`config.mk`:
```
export PLATFORM = sky130hd
export DESIGN_NAME = rtc_timebase
export DESIGN_NICKNAME = d
export VERILOG_FILES = /design/src/rtl/rtc_pkg.sv /design/src/rtl/rtc_prescaler.sv /design/src/rtl/rtc_bcd_field.sv /design/src/rtl/rtc_timebase.sv
export SDC_FILE = /design/constraint.sdc
export NUM_CORES = 1
export LEC_CHECK = 0
export BUFFER_PORTS_ARGS = -buffer_cell sky130_fd_sc_hd__buf_2
export CORE_MARGIN = 2
export CORE_UTILIZATION = 40
export CTS_CLUSTER_DIAMETER = 150
export DETAILED_ROUTE_END_ITERATION = 12
export GPL_ROUTABILITY_DRIVEN = 0
export PLACE_DENSITY_LB_ADDON = 0.15
export SLEW_MARGIN = 20
export SYNTH_ARGS = -nofsm -noshare
export SYNTH_HDL_FRONTEND = slang
export SYNTH_SLANG_ARGS = --single-unit
```
`constraint.sdc`:
```
create_clock -name clk -period 2.3 [get_ports clk]
set_input_delay 0.46 -clock clk [delete_from_list [all_inputs] [get_ports clk]]
set_output_delay 0.46 -clock clk [all_outputs]
set_load 0.01 [all_outputs]
```
`src/rtl/rtc_pkg.sv`:
```
package rtc_pkg;
   typedef logic [7:0] bcd_t;

   localparam int unsigned FIELD_CNT = 3;
   localparam int unsigned FLD_SEC   = 0;
   localparam int unsigned FLD_MIN   = 1;
   localparam int unsigned FLD_HOUR  = 2;
endpackage

```
`src/rtl/rtc_prescaler.sv`:
```
module rtc_prescaler #(
   parameter int unsigned STAGES   = 15,
   parameter int unsigned KEEP_LOW = 2
) (
   input  logic              clk,
   input  logic              rst,
   input  logic              tick,
   input  logic              stop,
   output logic [STAGES-1:0] count
);
   localparam logic [STAGES-1:0] ONE      = STAGES'(1);
   localparam logic [STAGES-1:0] LOW_MASK = STAGES'((64'd1 << KEEP_LOW) - 64'd1);

   if (STAGES < 2 || STAGES > 31) begin : g_bad_stages
      $error("rtc_prescaler: STAGES must lie in 2..31");
   end
   if (KEEP_LOW >= STAGES) begin : g_bad_keep
      $error("rtc_prescaler: KEEP_LOW must be below STAGES");
   end

   logic [STAGES-1:0] advanced;
   logic [STAGES-1:0] count_d;

   always_comb begin
      advanced = tick ? (count + ONE) : count;
      count_d  = stop ? (advanced & LOW_MASK) : advanced;
   end

   always_ff @(posedge clk) begin
      if (rst) count <= '0;
      else     count <= count_d;
   end
endmodule

```
`src/rtl/rtc_bcd_field.sv`:
```
module rtc_bcd_field
   import rtc_pkg::*;
#(
   parameter int unsigned LIMIT = 59
) (
   input  logic clk,
   input  logic rst,
   input  logic step,
   input  logic load,
   input  bcd_t load_val,
   output bcd_t value,
   output logic at_limit
);
   localparam bcd_t LIMIT_BCD = bcd_t'(((LIMIT / 10) * 16) + (LIMIT % 10));

   if (LIMIT < 1 || LIMIT > 99) begin : g_bad_limit
      $error("rtc_bcd_field: LIMIT must lie in 1..99");
   end

   bcd_t stepped;
   bcd_t value_d;

   assign at_limit = (value == LIMIT_BCD);

   always_comb begin
      if (at_limit)
         stepped = '0;
      else if (value[3:0] == 4'd9)
         stepped = {value[7:4] + 4'd1, 4'd0};
      else
         stepped = {value[7:4], value[3:0] + 4'd1};

      if (load)      value_d = load_val;
      else if (step) value_d = stepped;
      else           value_d = value;
   end

   always_ff @(posedge clk) begin
      if (rst) value <= '0;
      else     value <= value_d;
   end
endmodule

```
`src/rtl/rtc_timebase.sv`:
```
module rtc_timebase
   import rtc_pkg::*;
#(
   parameter int unsigned PRE_STAGES   = 15,
   parameter int unsigned PRE_KEEP_LOW = 2,
   parameter int unsigned MINSEC_LIMIT = 59,
   parameter int unsigned HOUR_LIMIT   = 23
) (
   input  logic       clk,
   input  logic       rst,
   input  logic       tick_32k,
   input  logic       stop,
   input  logic       load_en,
   input  logic [7:0] load_hours,
   input  logic [7:0] load_mins,
   input  logic [7:0] load_secs,
   output logic [7:0] hours,
   output logic [7:0] mins,
   output logic [7:0] secs
);
   localparam int unsigned MSB = PRE_STAGES - 1;
   localparam logic [PRE_STAGES-1:0] RISE_PRE = {1'b0, {MSB{1'b1}}};

   if (PRE_KEEP_LOW >= MSB) begin : g_bad_keep
      $error("rtc_timebase: PRE_KEEP_LOW must leave the top stage clearable");
   end

   logic [PRE_STAGES-1:0] presc_q;
   logic                  sec_step;
   logic                  do_load;
   bcd_t                  load_vals [FIELD_CNT];
   bcd_t                  field_q   [FIELD_CNT];
   logic [FIELD_CNT-1:0]  field_wrap;
   logic [FIELD_CNT-1:0]  field_step;
   logic                  unused_top_wrap;

   rtc_prescaler #(
      .STAGES   (PRE_STAGES),
      .KEEP_LOW (PRE_KEEP_LOW)
   ) presc_i (
      .clk   (clk),
      .rst   (rst),
      .tick  (tick_32k),
      .stop  (stop),
      .count (presc_q)
   );

   // the top stage rises on the edge where the lower stages roll over
   assign sec_step = tick_32k && !stop && (presc_q == RISE_PRE);
   assign do_load  = load_en && stop;

   assign load_vals[FLD_SEC]  = load_secs;
   assign load_vals[FLD_MIN]  = load_mins;
   assign load_vals[FLD_HOUR] = load_hours;

   for (genvar g = 0; g < FIELD_CNT; g++) begin : g_field
      localparam int unsigned LIM = (g == FLD_HOUR) ? HOUR_LIMIT : MINSEC_LIMIT;

      if (g == 0) begin : g_first
         assign field_step[g] = sec_step;
      end else begin : g_chain
         assign field_step[g] = field_step[g-1] && field_wrap[g-1];
      end

      rtc_bcd_field #(
         .LIMIT (LIM)
      ) fld_i (
         .clk      (clk),
         .rst      (rst),
         .step     (field_step[g]),
         .load     (do_load),
         .load_val (load_vals[g]),
         .value    (field_q[g]),
         .at_limit (field_wrap[g])
      );
   end

   assign unused_top_wrap = field_wrap[FIELD_CNT-1];

   assign secs  = field_q[FLD_SEC];
   assign mins  = field_q[FLD_MIN];
   assign hours = field_q[FLD_HOUR];
endmodule

```
==> results.rst, run 1 <==
.. list-table::
   :header-rows: 1

   * - Metric
     - Value
   * - Maximum fanout encountered on the critical timing path
     - 15
   * - Filler cell count
     - 568
   * - Share of synthesized area occupied by flip-flops and latches
     - 0.341
   * - Number of global-route vias before repair
     - about 2.0k
   * - Worst Setup Start Kind
     - flip-flop
   * - Final global-route overflow total
     - 0
   * - Post-synthesis to final-layout area growth
     - 21.5%
   * - Antenna diode count
     - 0
   * - Yosys synthesis warning count
     - 0
   * - Ratio of total power to cell area
     - approximately 510 nW/um^2
   * - Number of search-and-repair iterations in the first detailed-routing pass
     - 5
   * - Leakage power total
     - around 0.0011 uW
   * - Routed Wire Length
     - about 5500 um
   * - Number of max-capacitance violations reported
     - 0
   * - Syn Inst Count
     - 276
   * - Total power after layout
     - roughly 1400 uW
   * - Min-Delay Startpoint
     - load_mins[4]
   * - Clock input transition at the sequential cells of the worst setup and hold paths
     - ~0.080 ns
   * - Clock tree from TritonCTS
     - yes
   * - Fraction of layout instances using a drive strength above 1
     - 0.242
   * - Number of setup buffers added after CTS
     - 0
   * - Detail-routed via count per cell
     - roughly 5.3
   * - Reg-to-reg setup timing slack
     - around 0.22 ns
   * - Top_reg_cell synth
     - sky130_fd_sc_hd__dfxtp_1
   * - Class of the most critical setup path
     - flip-flop to flip-flop
   * - Number of clock buffers inserted by TritonCTS
     - 5
   * - Actual transition at the worst max-transition pin
     - about 0.53 ns
   * - Worst Hold Path EP
     - g_field[1].fld_i.value[4]
   * - Slew Limit Headroom
     - 0.647
   * - Full die area
     - roughly 6300 sq um
   * - Syn nets
     - ~320
   * - Fraction of the cycle the final worst path needs
     - 0.903
   * - R2R Path End
     - g_field[2].fld_i.value[0]
   * - EDFF count, synth
     - 0
   * - Clock root buffer
     - sky130_fd_sc_hd__clkbuf_8
   * - Logic depth of the worst register-to-register path
     - 7
   * - Initial antenna violation count
     - 0
   * - Number of I/O port buffers
     - 52
   * - Data required, critical path
     - about 2.5 ns
   * - Synth cell types
     - 51
   * - CTS HTree Levels
     - 2
   * - Routed wirelength normalized by instance count
     - about 13 um
   * - Hold buffer count at cts
     - 0
   * - Minimum period implied by the final worst setup slack
     - between 2 and 2.5 ns
   * - Worst min path class
     - input port to flip-flop
   * - Count of nets after finishing
     - between 300 and 400
   * - Share of synthesized flip-flops with an asynchronous set or reset
     - 0
   * - Number of placed I/O pins
     - 53
   * - Buffer depth of the longest clock path
     - 2
   * - CTS sink cnt
     - 39
   * - Syn avg cell area
     - 8.29 sq um
   * - Die boundary width
     - around 80 um
   * - Global-route wire length before repair
     - about 9000 um
   * - Status
     - finished clean
   * - Core box area
     - about 5500 sq um
   * - Final count of hold timing violations
     - 0
   * - IR Drop Worst-Case VDD
     - 425 uV
   * - Final routed DRC violation total
     - 0
   * - Highest achievable clock rate
     - a little under 0.5 GHz
   * - Post-synthesis sequential element count
     - 39
   * - Cell depth of the worst hold path
     - 3
   * - Clock latency of the later-clocked register in the worst-skew pair
     - between 0.2 and 0.3 ns
   * - Total via count in the routed design
     - 2151
   * - Unrepaired setup endpoints after global routing
     - no
   * - Total routing resource utilization after global routing
     - 0.182
   * - Post-route ant nets
     - 0
   * - Initial drt markers
     - 89
   * - Setup TNS
     - 0 ns
   * - Row Count
     - 27
   * - Critical register-to-register path startpoint
     - presc_i.count[0]
   * - CP arrival
     - 2.27 ns
   * - Final slew viol count
     - 0
   * - Mapped Area
     - between 2000 and 2500 sq um
   * - Maximum number of pins on one net before global-route repair
     - 18
   * - Post-detailed-placement half-perimeter wirelength
     - roughly 4100 um
   * - Initial cell density of the core
     - 0.415
   * - Worst setup EP type
     - flip-flop
   * - Post-CTS resize count
     - 0
   * - Worst Skew
     - around 0.0093 ns
   * - Total of endpoints with negative setup slack in the final report
     - 0
   * - Floorplan die height
     - between 70 and 80 um
[stage by stage]
step           setup slack, ns  std cells  hold WS [ns]  area (sq um)  utilization
6_report                 0.223        407         0.418          2780        0.505
4_1_cts                  0.216        407         0.407          2780        0.505
3_3_place_gp             0.245        399         0.489          2680        0.486
2_1_floorplan            0.259        276         0.469          2290            -
5_1_grt                 0.0212        407         0.440          2780        0.505
3_5_place_dp             0.212        399         0.497          2680        0.486
[cell usage after synthesis (2+ instances only)]
cell type                   instances  area [sq um]
sky130_fd_sc_hd__a21oi_1           19          95.1
sky130_fd_sc_hd__clkbuf_1           9          33.8
sky130_fd_sc_hd__nor3_1             6          30.0
sky130_fd_sc_hd__xor2_1            10          87.6
sky130_fd_sc_hd__mux2i_1            3          30.0
sky130_fd_sc_hd__nand4_1            7          43.8
sky130_fd_sc_hd__nand2_1           22          82.6
sky130_fd_sc_hd__a311oi_1           3          26.3
sky130_fd_sc_hd__nor2_1            37           139
sky130_fd_sc_hd__a22oi_1            3          22.5
sky130_fd_sc_hd__o21ai_0            7          35.0
sky130_fd_sc_hd__o21bai_1           2          15.0
sky130_fd_sc_hd__inv_1             10          37.5
sky130_fd_sc_hd__or3_1              9          56.3
sky130_fd_sc_hd__and3_1             2          12.5
sky130_fd_sc_hd__and2_1             2          12.5
sky130_fd_sc_hd__dfxtp_1           39           781
sky130_fd_sc_hd__nand2b_1           2          12.5
sky130_fd_sc_hd__a211oi_1          12          90.1
sky130_fd_sc_hd__o211ai_1           4          30.0
sky130_fd_sc_hd__o31ai_1            2          15.0
sky130_fd_sc_hd__nand4bb_1          2          22.5
sky130_fd_sc_hd__o221a_2            2          22.5
sky130_fd_sc_hd__xnor2_1            5          43.8
sky130_fd_sc_hd__and3b_1            2          17.5
sky130_fd_sc_hd__ha_1              13           163
sky130_fd_sc_hd__nand3b_1           5          37.5
sky130_fd_sc_hd__a31oi_1            3          18.8
sky130_fd_sc_hd__nand3_1           12          60.1
[per-layer routing]
metal  GRT usage  up-vias  wire [um]
li1            -     1115          -
met3      0.0419        4        219
met1       0.229      991       2620
met4      0.0466        0         44
met5           0        -          0
met2       0.313       41       2610
[sequential cells by signal, indices dropped and copies added, names as in the netlist]
signal / flops
presc_i.count: 15
g_field.fld_i.value: 24
[kinds of logic (layout without fill, tap and decap cells)]
group                    Yosys count  after routing  synth area share
AND/OR/NAND/NOR                  122            122             0.294
adder cells (fa/ha/maj)           13             13            0.0711
XOR/XNOR                          15             15            0.0574
AO/OA/AOI/OAI                     63             63             0.186
flip-flops                        39             39             0.341
buffers and inverters             21             80            0.0367
multiplexers                       3              3            0.0131
[placed cells by master (no fill, tap or decap), types with 7 or more instances in the layout]
| master | instances |
|---|---|
| sky130_fd_sc_hd__dfxtp_1 | 39 |
| sky130_fd_sc_hd__nor2_1 | 37 |
| sky130_fd_sc_hd__o21ai_0 | 7 |
| sky130_fd_sc_hd__nand2_1 | 22 |
| sky130_fd_sc_hd__inv_1 | 10 |
| sky130_fd_sc_hd__xor2_1 | 10 |
| sky130_fd_sc_hd__nand3_1 | 12 |
| sky130_fd_sc_hd__buf_4 | 9 |
| sky130_fd_sc_hd__buf_2 | 52 |
| sky130_fd_sc_hd__ha_1 | 13 |
| sky130_fd_sc_hd__a211oi_1 | 12 |
| sky130_fd_sc_hd__nand4_1 | 7 |
| sky130_fd_sc_hd__a21oi_1 | 19 |
| sky130_fd_sc_hd__or3_1 | 9 |
| sky130_fd_sc_hd__clkbuf_8 | 7 |
[how the worst max path moves through the flow]
| stage | from | end | depth (start not counted) |
|---|---|---|---|
| after floorplan | g_field[2].fld_i.value[5] | g_field[2].fld_i.value[5] | 5 |
| after global placement | tick_32k | g_field[2].fld_i.value[5] | 6 |
| after detailed placement | tick_32k | g_field[2].fld_i.value[0] | 7 |
| after CTS | presc_i.count[0] | g_field[2].fld_i.value[0] | 7 |
| after global routing | g_field[2].fld_i.value[5] | g_field[2].fld_i.value[5] | 6 |
| final | presc_i.count[0] | g_field[2].fld_i.value[0] | 7 |
[layout make-up]
class                   count  area [sq um]  area share
repair buffers             62           348       0.125
flip-flops and latches     39           781       0.281
well taps                  72          90.1      0.0324
multi-input cells         216          1420       0.512
clock buffers               8           100      0.0360
inverters                  10          37.5      0.0135
[where the power goes]
group	switching [uW]	internal [uW]
Combinational	96.0	86.9
Sequential	32.0	701
Clock	232	274
[critical path, cell delays in order (launching register included)]
cell and delay, ns:
sky130_fd_sc_hd__dfxtp_1 0.37, sky130_fd_sc_hd__ha_1 0.23, sky130_fd_sc_hd__nand4_4 0.18, sky130_fd_sc_hd__nor4_4 0.35
sky130_fd_sc_hd__buf_12 0.18, sky130_fd_sc_hd__nand2_2 0.07, sky130_fd_sc_hd__or3_1 0.36, sky130_fd_sc_hd__a311oi_1 0.25
Note: power is estimated with default switching activity, not from simulation.
==> run 2: changes to the inputs <==
--- a/config.mk
+++ b/config.mk
@@ -12,6 +12,7 @@
 export DETAILED_ROUTE_END_ITERATION = 12
 export GPL_ROUTABILITY_DRIVEN = 0
 export PLACE_DENSITY_LB_ADDON = 0.15
+export SETUP_SLACK_MARGIN = 0.4
 export SLEW_MARGIN = 20
 export SYNTH_ARGS = -nofsm -noshare
 export SYNTH_HDL_FRONTEND = slang
==> run 2 against run 1 <==
Compared with the run above:
- maximum frequency up 10%
- setup slack better by 0.19 ns
- global-route usage up 0.38 points
- combinational power up 10%
- final area up 10%
- worst hold slack better by 0.0045 ns
- routed wire length up 6.4%
==> results.rst, run 2 (synthesis gave the netlist of run 1 again) <==
.. list-table::
   :header-rows: 1

   * - Metric
     - Value
   * - Status
     - finished clean
   * - Clock latency of the later-clocked register in the worst-skew pair
     - 0.30 ns
   * - Final count of hold timing violations
     - 0
   * - Routed Wire Length
     - between 5000 and 6000 um
   * - Slew Limit Headroom
     - 0.652
   * - Standard cell with the maximum stage delay on the critical path
     - sky130_fd_sc_hd__dfxtp_4
   * - CTS HTree Levels
     - 2
   * - Worst Skew
     - 0.0111 ns
   * - Post-route ant nets
     - 0
   * - First element of the critical path
     - g_field[0].fld_i.value[1]
   * - Critical register-to-register path startpoint
     - g_field[0].fld_i.value[1]
   * - Hold buffer count at cts
     - 0
   * - Fraction of layout instances using a drive strength above 1
     - 0.361
   * - # placed instances
     - ~400
   * - Clock tree from TritonCTS
     - yes
   * - Die boundary width
     - 79.6 um
   * - Clock root buffer
     - sky130_fd_sc_hd__clkbuf_8
   * - Routed wirelength normalized by instance count
     - roughly 14 um
   * - Number of clock buffers inserted by TritonCTS
     - 5
   * - CP arrival
     - 2.10 ns
   * - Worst Setup Start Kind
     - flip-flop
   * - Total routing resource utilization after global routing
     - 0.186
   * - Most used cell along the critical path
     - sky130_fd_sc_hd__buf_4
   * - Row Count
     - 27
   * - Maximum number of pins on one net before global-route repair
     - 18
   * - Full die area
     - around 6300 sq um
   * - CP delay by family, top
     - simple AND/OR/NAND/NOR gates
   * - Maximum fanout encountered on the critical timing path
     - 5
   * - Reg-to-reg setup timing slack
     - between 0.4 and 0.5 ns
   * - Leakage power total
     - approximately 0.0013 uW
   * - Worst min path class
     - input port to flip-flop
   * - Floorplan die height
     - 79.6 um
   * - Delay contributed by the slowest stage of the critical path
     - about 0.36 ns
   * - Post-synthesis to final-layout area growth
     - 33.8%
   * - Number of placed I/O pins
     - 53
   * - Cell Count, Final, Fillers Out
     - about 430
   * - Total power after layout
     - around 1500 uW
   * - Reg with most FFs
     - g_field.fld_i.value
   * - Global-route wire length before repair
     - roughly 9400 um
   * - Number of global-route vias before repair
     - just over 2k
   * - Antenna diode count
     - 0
   * - Commonest cells after routing, fill and taps aside
     - 52 x sky130_fd_sc_hd__buf_2, 37 x sky130_fd_sc_hd__nor2_1, 30 x sky130_fd_sc_hd__buf_4, 26 x sky130_fd_sc_hd__dfxtp_1, 22 x sky130_fd_sc_hd__nand2_1
   * - Cells along the critical path
     - inv_4, ha_4, nand3b_1, buf_4, nor4_4, buf_4, nand4_1, xor2_1, a211oi_1
   * - Setup slack after placement
     - roughly 0.22 ns
   * - Buffers and inverters on the worst path
     - 3
   * - Number of max-capacitance violations reported
     - 0
   * - Unrepaired setup endpoints after global routing
     - yes
   * - Total via count in the routed design
     - approximately 2.3k
   * - Worst setup EP type
     - flip-flop
   * - IR Drop Worst-Case VDD
     - 363 uV
   * - Minimum period implied by the final worst setup slack
     - ~1.9 ns
   * - Highest achievable clock rate
     - 0.530 GHz
   * - Most common cell after layout, fill and taps aside
     - sky130_fd_sc_hd__buf_2
   * - Max reg flops
     - 24
   * - Clock input transition at the sequential cells of the worst setup and hold paths
     - around 0.08 ns
   * - Initial antenna violation count
     - 0
   * - Initial drt markers
     - 73
   * - Number of I/O port buffers
     - 52
   * - Core box area
     - ~5500 sq um
   * - Post-detailed-placement half-perimeter wirelength
     - 4100 um
   * - Data required, critical path
     - 2.52 ns
   * - Largest registers
     - g_field.fld_i.value x24, presc_i.count x15
   * - Class of the most critical setup path
     - flip-flop to flip-flop
   * - Total of endpoints with negative setup slack in the final report
     - 0
   * - Setup TNS
     - 0 ns
   * - Fraction of the cycle the final worst path needs
     - 0.820
   * - Setup WS post-layout
     - ~0.41 ns
   * - Final global-route overflow total
     - 0
   * - Actual transition at the worst max-transition pin
     - between 0.5 and 0.6 ns
   * - Final core utilization
     - 0.556
   * - Min-Delay Startpoint
     - load_mins[4]
   * - Number of search-and-repair iterations in the first detailed-routing pass
     - 4
   * - CTS sink cnt
     - 39
   * - Detail-routed via count per cell
     - ~5.3
   * - Initial cell density of the core
     - 0.415
   * - Count of nets after finishing
     - a little under 400
   * - Ratio of total power to cell area
     - a little over 500 nW/um^2
   * - Final slew viol count
     - 0
   * - Buffer depth of the longest clock path
     - 2
   * - Final routed DRC violation total
     - 0
[run 2: what timing repair did]
action / 4_1_cts / 5_1_grt
setup buffers: 13 / 9
setup endpoints to repair: 20 / 21
gates cloned: 0 / 0
pin swaps: 9 / 7
gates resized for setup: 10 / 29
[run 2: worst reg2reg max path: stages, from the launching register on]
cell                       delay (ns)
sky130_fd_sc_hd__dfxtp_4         0.36
sky130_fd_sc_hd__inv_4           0.06
sky130_fd_sc_hd__ha_4            0.12
sky130_fd_sc_hd__nand3b_1        0.19
sky130_fd_sc_hd__buf_4           0.21
sky130_fd_sc_hd__nor4_4          0.23
sky130_fd_sc_hd__buf_4           0.18
sky130_fd_sc_hd__nand4_1         0.11
sky130_fd_sc_hd__xor2_1          0.16
sky130_fd_sc_hd__a211oi_1        0.20
[run 2: area by class of cell]
| class | instances | area, sq um |
|---|---|---|
| clock buffers | 6 | 82.6 |
| clock inverters | 2 | 35.0 |
| fillers | 525 | 2450 |
| inverters | 10 | 40.0 |
| multi-input cells | 216 | 1510 |
| flip-flops and latches | 39 | 812 |
| well taps | 72 | 90.1 |
| repair buffers | 82 | 485 |
[run 2: through the flow]
stage | instance area [sq um] | hold slack (ns)
after detailed placement | 2660 | 0.502
after floorplan | 2300 | 0.469
after CTS | 2910 | 0.417
after global routing | 3060 | 0.426
after global placement | 2660 | 0.489
final | 3060 | 0.422
[run 2: power by group]
group          switching, uW  internal [uW]
Combinational            103           99.5
Sequential              34.7            699
Clock                    251            351
Total                    388           1150
[run 2: layer usage]
layer	GRT usage	wire [um]
met1	0.235	2660
met2	0.315	2880
met3	0.0385	250
met4	0.0621	48
met5	0	0
[run 2: worst paths after layout]
| check | end | cells after the start |
|---|---|---|
| setup / recovery | g_field[2].fld_i.value[7] | 9 |
| hold / removal | g_field[1].fld_i.value[4] | 3 |
| setup reg to reg | g_field[2].fld_i.value[7] | 9 |
| hold reg to reg | g_field[1].fld_i.value[5] | 2 |
